$ cat src/rtl/vdp_host_port.sv
module vdp_host_port #(
  parameter int PAGE_W      = 8,
  parameter int NREG        = 8,
  parameter int PAGE_REG    = 8,
  parameter int RATE_REG    = 9,
  parameter int FRAME_A_CYC = 1666667,
  parameter int FRAME_B_CYC = 2000000
) (
  input  logic                   clk,
  input  logic                   rst_n,
  input  logic [7:0]             host_din,
  output logic [7:0]             host_dout,
  output logic                   host_oe,
  input  logic                   host_rd_n,
  input  logic                   host_wr_n,
  input  logic                   host_mode,
  output logic                   irq_n,
  output logic [PAGE_W+13:0]     mem_addr,
  output logic                   mem_we,
  output logic                   mem_re,
  output logic [7:0]             mem_wdata,
  input  logic [7:0]             mem_rdata,
  output logic [8*NREG-1:0]      ctrl_regs
);
  localparam int ADDR_W  = 14;
  localparam int MA_W    = PAGE_W + ADDR_W;
  localparam int CYC_MAX = (FRAME_A_CYC > FRAME_B_CYC) ? FRAME_A_CYC : FRAME_B_CYC;
  localparam int CNT_W   = $clog2(CYC_MAX + 1);

  logic [2:0]        rd_sy, wr_sy;
  logic              rd_done, wr_done, busy;
  logic              cap_mode;
  logic [7:0]        cap_data, first_b;
  logic              have_first;
  logic [ADDR_W-1:0] addr;
  logic [PAGE_W-1:0] page;
  logic              rate_b;
  logic [7:0]        rdbuf;
  logic              rd_pend;
  logic              flag, stat_snap, tick, ack;
  logic [CNT_W-1:0]  fcnt, flim;
  logic [3:0]        ridx;

  always_ff @(posedge clk) begin
    if (!rst_n) begin
      rd_sy <= 3'b111;
      wr_sy <= 3'b111;
    end else begin
      rd_sy <= {rd_sy[1:0], host_rd_n};
      wr_sy <= {wr_sy[1:0], host_wr_n};
    end
  end

  assign rd_done = rd_sy[1] & ~rd_sy[2];
  assign wr_done = wr_sy[1] & ~wr_sy[2];
  assign busy    = ~rd_sy[1] | ~wr_sy[1];

  always_ff @(posedge clk) begin
    if (!rst_n) begin
      cap_mode <= 1'b0;
      cap_data <= '0;
    end else if (busy) begin
      cap_mode <= host_mode;
      cap_data <= host_din;
    end
  end

  assign flim = rate_b ? CNT_W'(FRAME_B_CYC - 1) : CNT_W'(FRAME_A_CYC - 1);
  assign tick = fcnt >= flim;

  always_ff @(posedge clk) begin
    if (!rst_n)    fcnt <= '0;
    else if (tick) fcnt <= '0;
    else           fcnt <= fcnt + 1'b1;
  end

  assign ack = rd_done & cap_mode & stat_snap;

  always_ff @(posedge clk) begin
    if (!rst_n) begin
      flag      <= 1'b0;
      stat_snap <= 1'b0;
    end else begin
      flag <= tick | (flag & ~ack);
      if (rd_sy[1]) stat_snap <= flag;
    end
  end

  assign irq_n     = ~flag;
  assign host_oe   = ~host_rd_n;
  assign host_dout = host_mode ? {stat_snap, 7'b0} : rdbuf;
  assign ridx      = cap_data[3:0];

  always_ff @(posedge clk) begin
    if (!rst_n) begin
      addr       <= '0;
      page       <= '0;
      rate_b     <= 1'b0;
      have_first <= 1'b0;
      first_b    <= '0;
      rdbuf      <= '0;
      rd_pend    <= 1'b0;
      mem_addr   <= '0;
      mem_we     <= 1'b0;
      mem_re     <= 1'b0;
      mem_wdata  <= '0;
      ctrl_regs  <= '0;
    end else begin
      mem_we  <= 1'b0;
      mem_re  <= 1'b0;
      rd_pend <= mem_re;
      if (rd_pend) rdbuf <= mem_rdata;

      if (rd_done) begin
        if (cap_mode) begin
          have_first <= 1'b0;
        end else begin
          mem_re   <= 1'b1;
          mem_addr <= {page, addr};
          addr     <= addr + 1'b1;
        end
      end else if (wr_done) begin
        if (!cap_mode) begin
          mem_we    <= 1'b1;
          mem_addr  <= {page, addr};
          mem_wdata <= cap_data;
          addr      <= addr + 1'b1;
        end else if (!have_first) begin
          first_b    <= cap_data;
          have_first <= 1'b1;
        end else begin
          have_first <= 1'b0;
          case (cap_data[7:6])
            2'b00: begin
              mem_re   <= 1'b1;
              mem_addr <= {page, cap_data[5:0], first_b};
              addr     <= {cap_data[5:0], first_b} + 1'b1;
            end
            2'b01: addr <= {cap_data[5:0], first_b};
            2'b10: begin
              if (int'(ridx) < NREG)          ctrl_regs[ridx*8 +: 8] <= first_b;
              else if (int'(ridx) == PAGE_REG) page   <= first_b;
              else if (int'(ridx) == RATE_REG) rate_b <= first_b[0];
            end
            default: ;
          endcase
        end
      end
    end
  end

  p_inc_r3: assert property (@(posedge clk) disable iff (!rst_n)
    (mem_we || mem_re) |-> mem_addr[ADDR_W-1:0] == ADDR_W'(addr - 1'b1));

  p_page_r6: assert property (@(posedge clk) disable iff (!rst_n)
    (mem_we || mem_re) |-> mem_addr[MA_W-1:ADDR_W] == page);

  p_tick_r7: assert property (@(posedge clk) disable iff (!rst_n)
    $fell(irq_n) |-> $past(fcnt) >= $past(flim));

  p_irq_release_r8: assert property (@(posedge clk) disable iff (!rst_n)
    $rose(irq_n) |-> $past(rd_done && cap_mode));

  p_one_op_r11: assert property (@(posedge clk) disable iff (!rst_n)
    $onehot0({mem_we, mem_re}));

  p_no_stall_r11: assert property (@(posedge clk) disable iff (!rst_n)
    (rd_done && !cap_mode) |=> mem_re);

endmodule

$ cat config.mk
export PLATFORM = sky130hd
export DESIGN_NAME = vdp_host_port
export DESIGN_NICKNAME = d
export VERILOG_FILES = /design/src/rtl/vdp_host_port.sv
export SDC_FILE = /design/constraint.sdc
export NUM_CORES = 1
export LEC_CHECK = 0
export BUFFER_PORTS_ARGS = -buffer_cell sky130_fd_sc_hd__buf_2
export CORE_MARGIN = 4
export CORE_UTILIZATION = 35
export DETAILED_ROUTE_END_ITERATION = 10
export PLACE_DENSITY_LB_ADDON = 0.12
export SYNTH_ARGS = -nofsm -noshare
export SYNTH_HDL_FRONTEND = slang
export SYNTH_SLANG_ARGS = --single-unit
$ cat constraint.sdc
create_clock -name clk -period 2.7 [get_ports clk]
set_input_delay 0.27 -clock clk [delete_from_list [all_inputs] [get_ports clk]]
set_output_delay 0.27 -clock clk [all_outputs]
set_load 0.005 [all_outputs]
==> results by group, run 1 <==
Die
  – Core region area: 0.0221 mm²
  – Die Span Y: 159 µm
  – IO Pins: 127
  – Die area: 0.0253 mm²
  – Chip width: 159 µm
  – Num rows: 54
  – Starting Density: 36.1%

CTS
  – Setup Buffers After CTS: 0
  – Clock Sinks: 175
  – Worst skew pair latency: 0.43 ns
  – TritonCTS clock tree: done
  – H-tree Lvls: 4
  – Hold_buf cts: 0
  – Clock Pin Slew Worst Setup and Hold Paths: 0.06 ns
  – Post-CTS Resized: 0
  – Root buffer cell: clkbuf_16
  – Clk buf depth: 2
  – Total CTS buffers: 17

Cells and area
  – Final instance area: 0.00955 mm²
  – Syn-to-layout area delta: 19.7%
  – Core Util, Final: 43.2%
  – Share of layout cells above drive strength 1: 20.7%
  – Number of nets in the layout: 1,054
  – Inserted Diodes: 0
  – Fillers: 2,272

Global routing
  – Initial antenna violation count: 0
  – Vias in the first global route: 6,452
  – GR Overflow Total: 0
  – Tot GR Track Use: 17.2%
  – Largest net degree at the start of global routing: 96
  – First-pass GRT wire length: 35,600 µm

Yosys
  – Simple-gate area share of the yosys netlist: 24.9%
  – Yosys warnings: 0
  – Synthesized netlist cell count: 902
  – Post-synth EDFFs: 0
  – Mean Syn Cell Area: 8.85 µm²
  – Most numerous cell in the Yosys netlist: dfxtp_1
  – Cell area after synthesis: 0.00798 mm²
  – Register area share after synthesis: 43.9%
  – Count of different cell masters after synthesis: 66
  – Top cells by area, synth: dfxtp_1, mux2i_1, nand2_1
  – Commonest cells in the synthesized netlist: dfxtp_1, nand2_1, nor2_1
  – Mux contribution to synthesized area: 12.2%
  – Largest family of logic cells by synthesized area: simple AND/OR/NAND/NOR gates
  – FF+latch count, synth: 175
  – Compound-Gate Fraction of Synth Area: 8.73%
  – Main synth FF type: dfxtp_1
  – Adder-cell area share of the yosys netlist: 2.98%
  – Largest area contributor in the netlist: dfxtp_1
  – Ys async rst share: 0%
  – XOR/XNOR Fraction of Synth Area: 3.18%
  – Share of Yosys cell area claimed by the top area cell type: 43.9%
  – Post-synthesis net count: 942

Route
  – Drt wl/cell: 16.7 µm
  – Drt total wl: 21,900 µm
  – Via Count: 6,637
  – Vias per cell: 5.08
  – Routed Antenna Nets: 0
  – Drc violations: 0
  – First-pass DRT Iterations: 5
  – Number of DRC markers in iteration 0: 374

STA
  – Setup_tns: 0 ns
  – Highest clock rate: 0.460 GHz
  – Final setup viols: 0
  – Clk_skew: 0.0139 ns
  – Unrepaired setup endpoints after global routing: no
  – Worst-margin pin slew: 0.640 ns
  – Fin. Hold Viols: 0
  – Hold slack: 0.0201 ns
  – Max-slew violations: 0
  – Slew headroom: 57.3%
  – Final worst path period share: 80.5%
  – Period minus WS final: 2.17 ns

Run
  – Max-cap violations: 0

Critical path
  – Crit-path max cell delay: 0.35 ns
  – RR Startpoint: rate_b$_SDFFE_PN0P_
  – Critical path arrival: 2.52 ns
  – Worst EP required: 3.04 ns
  – WP buf/inv: 2
  – Most used cell along the critical path: buf_4
  – Crit-path max FO: 16
  – Setup CP Type: reg2reg
  – Worst path cell trace: buf_4 > ha_1 > a311o_1 > a41oi_1 > nand3_1 > o21a_1 > buf_4 > nor3_1
  – CP top delay family: compound AO/OA/AOI/OAI gates
  – Setup crit start: rate_b$_SDFFE_PN0P_
  – Worst setup EP type: flop
  – CP startpoint kind: flop
  – Slowest CP cell: a311o_1

Power
  – Clock power share: 47.8%
  – Sequential power share: 46.6%
  – Pwr Total: 5.67 mW
  – Leakage: 4.23 nW
  – Logic pwr share: 5.6%
  – Max IR drop VDD: 0.435 mV
  – Switching Share: 23.8%
  – Internal power: 4.32 mW
  – Switching power: 1.35 mW
  – Power Density: 593 mW/mm²

Hold path
  – Hold wc startpoint: host_wr_n
  – Hold crit path type: in2reg

Place
  – Gp weighted congestion: 0.800
  – Final HPWL DP: 15,100 µm
  – Post-place instance area: 0.00891 mm²
  – I/O Buffers: 126

Status
  – Status: finished clean
==> power by group through the flow <==
stage	Sequential, mW	Combinational, mW	Clock [mW]
finish	2.64	0.316	2.71
global route	2.65	0.350	2.88
CTS	2.64	0.318	2.77
detailed placement	2.70	0.318	0
global placement	2.70	0.318	0
floorplan	2.69	0.219	0
==> placed cells by master (no fill, tap or decap), types with 5 or more instances in the layout <==
cell / Yosys / final
buf_4: 0 / 23
and2_1: 9 / 9
mux2i_1: 96 / 96
nand4_1: 12 / 12
a21oi_1: 31 / 31
inv_1: 12 / 11
o21ai_0: 19 / 19
a311oi_1: 14 / 14
nor4_1: 5 / 5
ha_1: 19 / 19
nor2_1: 100 / 100
clkbuf_16: 0 / 17
buf_2: 13 / 126
xor2_1: 11 / 11
dfxtp_1: 175 / 175
xnor2_1: 18 / 18
nor3_1: 32 / 32
nand2_1: 131 / 131
nand2b_1: 13 / 13
a21o_1: 5 / 5
and3_1: 7 / 7
nand3_1: 50 / 50
nor2b_1: 8 / 8
==> per-layer routing <==
metal | track usage (%) | share of wire (%) | routed length, µm
met1 | 24.4 | 50 | 11000
met2 | 26.1 | 43 | 9470
met3 | 5.28 | 5.9 | 1290
met4 | 3.31 | 0.65 | 142
met5 | 0 | 0 | 0
==> metrics by stage <==
stage               cells  setup WS (ns)
floorplan             902          0.480
global placement     1275          0.598
detailed placement   1275          0.551
CTS                  1307          0.511
global route         1307          0.297
finish               1307          0.525
==> final timing paths <==
kind	endpoint	slack, ns	depth (start not counted)
setup reg to reg	fcnt[11]$_SDFF_PP0_	0.53	8
hold reg to reg	wr_sy[1]$_SDFF_PN1_	0.41	1
hold / removal	wr_sy[0]$_SDFF_PN1_	0.02	2
setup / recovery	fcnt[11]$_SDFF_PP0_	0.53	8
==> registers in the layout (all words and copies together) (netlist names), 3 cells and up <==
name       count
rd_sy          3
first_b        8
mem_addr      22
cap_data       8
addr          14
wr_sy          3
rdbuf          8
mem_wdata      8
page           8
fcnt          21
ctrl_regs     64
==> final cells by class <==
cell class	count	area (µm²)	area share [%]
Clock inverter	14	205	2.15
Timing Repair Buffer	152	863	9.04
Clock buffer	18	439	4.60
Inverter	12	45.0	0.471
Tap cell	280	350	3.67
Sequential cell	175	3500	36.7
Multi-Input combinational cell	656	4150	43.4
==> cells by family (layout without fill, tap and decap cells) <==
| group | count (synthesis) | after routing |
|---|---|---|
| AOI/OAI and AO/OA | 103 | 103 |
| xor gates and xnor gates | 29 | 29 |
| adders and majority gates | 19 | 19 |
| buffers and inverters | 71 | 196 |
| DFF | 175 | 175 |
| muxes | 97 | 97 |
| and+or+nand+nor | 408 | 408 |
(Power assumes the default switching activity.)
==> run 2: changes to the inputs <==
- ABC_AREA: not set -> 1
- clock period: 2.7 -> 2.2 ns (I/O delays scaled with it)
==> run 2 against run 1 <==
  * Routed wire length increased by 9.0%
  * Synthesized cell count increased by 26%
  * Clock-buffer cell count decreased by 1
  * Non-clock buffer count increased by 6
  * Die area increased by 1.7%
  * Setup slack got worse by 0.30 ns
  * Cell count increased by 20%
  * Register-to-register slack got worse by 0.30 ns
  * Critical path depth unchanged
  * Total power increased by 21%
  * Final area increased by 2.4%
  * First-iteration DRC count increased by 34%
  * Critical endpoint is now ctrl_regs[23]$_SDFFE_PN0P_
  * Largest power group is now registers
==> results by group, run 2 <==
Status
  – Status: finished clean

Critical path
  – Worst setup EP type: flop
  – Crit-path max FO: 11
  – Setup crit start: cap_data[0]$_SDFFE_PN0P_
  – RR Startpoint: cap_data[0]$_SDFFE_PN0P_
  – Worst setup endpoint: ctrl_regs[23]$_SDFFE_PN0P_
  – Slowest CP cell: dfxtp_1
  – Worst EP required: 2.53 ns
  – Reg2Reg Depth: 8
  – R2R setup slack: 0.23 ns
  – Crit-path max cell delay: 0.32 ns
  – Worst path cell trace: buf_4 > nor3_1 > ha_1 > nand2_1 > inv_1 > nand3_2 > o21ai_0 > nor2_1
  – CP startpoint kind: flop
  – Critical path arrival: 2.30 ns
  – R2R Path End: ctrl_regs[23]$_SDFFE_PN0P_
  – Setup CP Type: reg2reg

STA
  – Max-slew violations: 0
  – Hold slack: 0.00525 ns
  – Period minus WS final: 1.97 ns
  – Unrepaired setup endpoints after global routing: no
  – Clk_skew: 0.0127 ns
  – Highest clock rate: 0.507 GHz
  – Setup_tns: 0 ns
  – Worst-margin pin slew: 0.916 ns
  – Final setup viols: 0
  – PnR worst setup slack: 0.227 ns
  – Fin. Hold Viols: 0
  – Slew headroom: 38.7%
  – Final worst path period share: 89.7%

Global routing
  – GR Overflow Total: 0
  – Met3 GRT Util: 4.11%
  – First-pass GRT wire length: 38,800 µm
  – GRT busiest layer: met2
  – GRT met1 Usage: 25.3%
  – Largest net degree at the start of global routing: 62
  – GR Util met2: 29.3%
  – Tot GR Track Use: 18.4%
  – Vias in the first global route: 7,381
  – Initial antenna violation count: 1

Yosys
  – Post-synth EDFFs: 0
  – Register area share after synthesis: 43.1%
  – Count of different cell masters after synthesis: 41
  – Cell area after synthesis: 0.00812 mm²
  – FF+latch count, synth: 175
  – Largest area contributor in the netlist: dfxtp_1
  – Most numerous cell in the Yosys netlist: nor2_1
  – Mean Syn Cell Area: 7.14 µm²
  – Top cells by area, synth: dfxtp_1, nor2_1, o21ai_0
  – Main synth FF type: dfxtp_1
  – Share of Yosys cell area claimed by the top area cell type: 43.1%
  – Ys async rst share: 0%
  – Yosys warnings: 0
  – Synthesized netlist cell count: 1,138
  – Commonest cells in the synthesized netlist: nor2_1, dfxtp_1, nand2_1
  – Post-synthesis net count: 1,178

Power
  – Leakage: 4.29 nW
  – Max IR drop VDD: 0.512 mV
  – Internal power: 5.02 mW
  – Switching Share: 27.0%
  – Switching power: 1.86 mW
  – Pwr Total: 6.88 mW
  – Clock power share: 44.6%
  – Power Density: 703 mW/mm²
  – Logic pwr share: 7.8%
  – Sequential power share: 47.6%

Cells and area
  – Number of nets in the layout: 1,310
  – Biggest register: ctrl_regs
  – Share of layout cells above drive strength 1: 18.3%
  – Number of flip-flops in the largest register: 64
  – Final instance area: 0.00978 mm²
  – Most frequent cells in the layout: nor2_1, dfxtp_1, nand2_1, o21ai_0, buf_2
  – Inserted Diodes: 0
  – Syn-to-layout area delta: 20.4%
  – Commonest non-fill, non-tap cell in the layout: nor2_1
  – Top flop regs: ctrl_regs x64, mem_addr x22, fcnt x21

Die
  – Die area: 0.0257 mm²
  – Num rows: 55
  – Core region area: 0.0227 mm²
  – IO Pins: 127
  – Die Span Y: 160 µm
  – Chip width: 160 µm
  – Starting Density: 35.8%

Route
  – Via Count: 7,659
  – Drt total wl: 23,800 µm
  – Drt wl/cell: 15.2 µm
  – First-pass DRT Iterations: 5
  – Vias per cell: 4.88
  – Drc violations: 0
  – Number of DRC markers in iteration 0: 503
  – Routed Antenna Nets: 0

Place
  – Final HPWL DP: 17,600 µm
  – Post-place instance area: 0.00917 mm²
  – Gp weighted congestion: 0.832
  – I/O Buffers: 126
  – Setup WS pre-CTS: 0.239 ns

Hold path
  – Hold wc startpoint: host_din[4]
  – Hold crit path type: in2reg

CTS
  – H-tree Lvls: 4
  – Total CTS buffers: 17
  – Worst skew pair latency: 0.44 ns
  – Clock Pin Slew Worst Setup and Hold Paths: 0.07 ns
  – TritonCTS clock tree: done
  – Post-CTS Resized: 0
  – Clk buf depth: 2
  – Root buffer cell: clkbuf_16
  – Clock Sinks: 175
  – Setup Buffers After CTS: 0
  – Hold_buf cts: 2

Run
  – Max-cap violations: 0
## run 2: cell types whose count changed after synthesis, sizes merged, moves of 22 or more
cell and delta:
inv +96, nand2 +22, o21ai +131, mux2i -96
a21oi +54, nand3 -22, nor2 +150
## run 2: cell families after synthesis
family,count (synthesis),synth area share [%]
DFF,175,43.1
and+or+nand+nor,515,28.2
xor gates and xnor gates,17,1.83
AOI/OAI and AO/OA,255,16.2
adders and majority gates,19,2.93
buffers and inverters,157,7.72
## run 2: worst min-delay path by stage
stage / cells past startpoint / to
after floorplan: 1 / wr_sy[0]$_SDFF_PN1_
after global placement: 1 / wr_sy[1]$_SDFF_PN1_
after detailed placement: 1 / wr_sy[1]$_SDFF_PN1_
after CTS: 3 / cap_data[4]$_SDFFE_PN0P_
after global routing: 3 / cap_data[4]$_SDFFE_PN0P_
final: 3 / cap_data[4]$_SDFFE_PN0P_
## run 2: stage by stage
stage | utilization [%] | instances
6_report | 43.1 | 1568
5_1_grt | 43.1 | 1568
4_1_cts | 43.1 | 1568
3_5_place_dp | 40.4 | 1534
3_3_place_gp | 40.4 | 1534
2_1_floorplan | - | 1138
## run 2: final cells by class
cell class | count | area, µm²
sequential | 175 | 3500
inverter | 112 | 432
timing repair buffer | 158 | 903
tap | 285 | 357
clock inverter | 15 | 170
multi-input combinational | 806 | 3990
fill | 2394 | 12900
clock buffer | 17 | 425
## run 2: power by group through the flow
stage	combinational, mW	clock (mW)	sequential [mW]
after CTS	0.538	3.14	3.27
after floorplan	0.348	0	3.33
after global placement	0.530	0	3.35
final	0.537	3.07	3.27
after detailed placement	0.532	0	3.35
after global routing	0.597	3.30	3.28
## run 2: worst max-delay path, delay by kind of cell, from the launching register on
| family | cells | cell delay (ns) |
|---|---|---|
| AO/OA/AOI/OAI | 1 | 0.26 |
| adder cells (fa/ha/maj) | 1 | 0.27 |
| buffers and inverters | 2 | 0.32 |
| flip-flops | 1 | 0.32 |
| AND/OR/NAND/NOR | 4 | 0.69 |
## run 2: layer usage
| layer | wire, µm | share of wire (%) |
|---|---|---|
| met1 | 11700 | 49 |
| met2 | 10600 | 44 |
| met3 | 1110 | 4.7 |
| met4 | 415 | 1.7 |
| met5 | 0 | 0 |
==> run 3: changes to the inputs <==
- BUFFER_PORTS_ARGS: -buffer_cell sky130_fd_sc_hd__buf_2 -> not set
- DONT_BUFFER_PORTS: not set -> 1
- clock period: 2.2 -> 2.25 ns (I/O delays scaled with it)
==> run 3 against run 2 <==
  * Flip-flop and latch count unchanged
  * Sequential share of layout area increased by 2.1 points
  * Cell count decreased by 7.5%
  * Non-clock buffer count decreased by 116
  * Clock skew decreased by 0.00092 ns
==> results by group, run 3 (synthesis results as in run 2) <==
Die
  – Die area: 0.0257 mm²
  – Core region area: 0.0227 mm²
  – Die Span Y: 160 µm
  – IO Pins: 127
  – Starting Density: 35.8%
  – Num rows: 55
  – Chip width: 160 µm

Critical path
  – Slowest CP cell: dfxtp_1
  – CP top delay family: simple AND/OR/NAND/NOR gates
  – Crit-path max cell delay: 0.32 ns
  – CP startpoint kind: flop
  – Worst path cell trace: buf_4 > nor3_1 > ha_1 > nand2_1 > inv_1 > nand3_2 > o21ai_0 > nor2_1
  – Crit-path max FO: 11
  – Worst EP required: 2.57 ns
  – WP buf/inv: 2
  – Critical path arrival: 2.34 ns
  – Setup CP Type: reg2reg
  – Worst setup EP type: flop

Route
  – Number of DRC markers in iteration 0: 395
  – Vias per cell: 5.05
  – Drt total wl: 24,300 µm
  – Drt wl/cell: 16.7 µm
  – Drc violations: 0
  – Routed Antenna Nets: 0
  – Via Count: 7,326
  – First-pass DRT Iterations: 4

Hold path
  – Hold crit path type: in2reg

STA
  – Setup_tns: 0 ns
  – Final setup viols: 0
  – Clk_skew: 0.0118 ns
  – Slew headroom: 44.0%
  – Unrepaired setup endpoints after global routing: no
  – Max-slew violations: 0
  – Final worst path period share: 89.7%
  – Fin. Hold Viols: 0
  – Period minus WS final: 2.02 ns
  – Highest clock rate: 0.495 GHz
  – Worst-margin pin slew: 0.837 ns
  – Hold slack: 0.0130 ns

Cells and area
  – Share of layout cells above drive strength 1: 9.01%
  – Inserted Diodes: 0
  – Syn-to-layout area delta: 13.7%
  – Biggest register: ctrl_regs
  – Number of nets in the layout: 1,194
  – Number of flip-flops in the largest register: 64
  – Commonest non-fill, non-tap cell in the layout: nor2_1
  – Top flop regs: ctrl_regs x64, mem_addr x22, fcnt x21
  – Most frequent cells in the layout: nor2_1, dfxtp_1, nand2_1, o21ai_0, inv_1

Power
  – Leakage: 3.64 nW
  – Power Density: 714 mW/mm²
  – Max IR drop VDD: 0.461 mV

CTS
  – H-tree Lvls: 4
  – Post-CTS Resized: 0
  – Clk buf depth: 2
  – Clock Sinks: 175
  – Total CTS buffers: 17
  – Clock Pin Slew Worst Setup and Hold Paths: 0.07 ns
  – Worst skew pair latency: 0.43 ns
  – TritonCTS clock tree: done
  – Root buffer cell: clkbuf_16

Global routing
  – GR Overflow Total: 0
  – Initial antenna violation count: 0
  – Vias in the first global route: 7,016
  – Tot GR Track Use: 18.9%
  – First-pass GRT wire length: 39,200 µm
  – Largest net degree at the start of global routing: 140

Status
  – Status: finished clean

Place
  – Gp weighted congestion: 0.878
  – I/O Buffers: 0
  – Final HPWL DP: 17,600 µm

Run
  – Max-cap violations: 0
run 3: path summary, 6_finish.rpt:
| path | startpoint | endpoint | slack [ns] | cells past startpoint |
|---|---|---|---|---|
| worst max-delay path | cap_data[0]$_SDFFE_PN0P_ | ctrl_regs[23]$_SDFFE_PN0P_ | 0.23 | 8 |
| worst min-delay path | host_din[2] | cap_data[2]$_SDFFE_PN0P_ | 0.01 | 2 |
| worst max register to register | cap_data[0]$_SDFFE_PN0P_ | ctrl_regs[23]$_SDFFE_PN0P_ | 0.23 | 8 |
| worst min register to register | wr_sy[0]$_SDFF_PN1_ | wr_sy[1]$_SDFF_PN1_ | 0.41 | 1 |
run 3: layer usage:
| layer | GRT usage (%) | vias up | part of all wire (%) |
|---|---|---|---|
| met5 | 0 | - | 0 |
| met4 | 4.89 | 0 | 1.2 |
| met3 | 4.80 | 21 | 5.7 |
| met2 | 29.9 | 176 | 45 |
| met1 | 25.9 | 3371 | 48 |
| li1 | - | 3758 | - |
run 3: area by class of cell:
| cell class | count | area [µm²] |
|---|---|---|
| fillers | 2427 | 13500 |
| multi-input cells | 806 | 3990 |
| flip-flops and latches | 175 | 3500 |
| clock buffers | 18 | 439 |
| inverters | 112 | 432 |
| repair buffers | 42 | 385 |
| well taps | 285 | 357 |
| clock inverters | 13 | 130 |
run 3: repair_timing:
| item | in CTS | in global routing |
|---|---|---|
| hold buffers | 16 | 0 |
| buffers inserted | 0 | 0 |
| endpoints found under the hold margin | 140 | 0 |
| endpoints found under the setup margin | 0 | 0 |
run 3: metrics by stage:
step	utilization, %	total power, mW	area [µm²]	setup slack (ns)	std cells
after floorplan	-	3.60	8120	0.154	1138
after global placement	37.4	3.71	8490	0.253	1404
after detailed placement	37.4	3.71	8490	0.260	1404
after CTS	40.7	6.69	9240	0.256	1451
after global routing	40.7	6.88	9240	0.0884	1451
final	40.7	6.59	9240	0.231	1451
run 3: power by group:
| group | total, mW | internal (mW) | switching, mW |
|---|---|---|---|
| Combinational | 0.487 | 0.153 | 0.334 |
| Sequential | 3.21 | 3.15 | 0.0566 |
| Clock | 2.89 | 1.57 | 1.32 |
| Total | 6.59 | 4.88 | 1.71 |
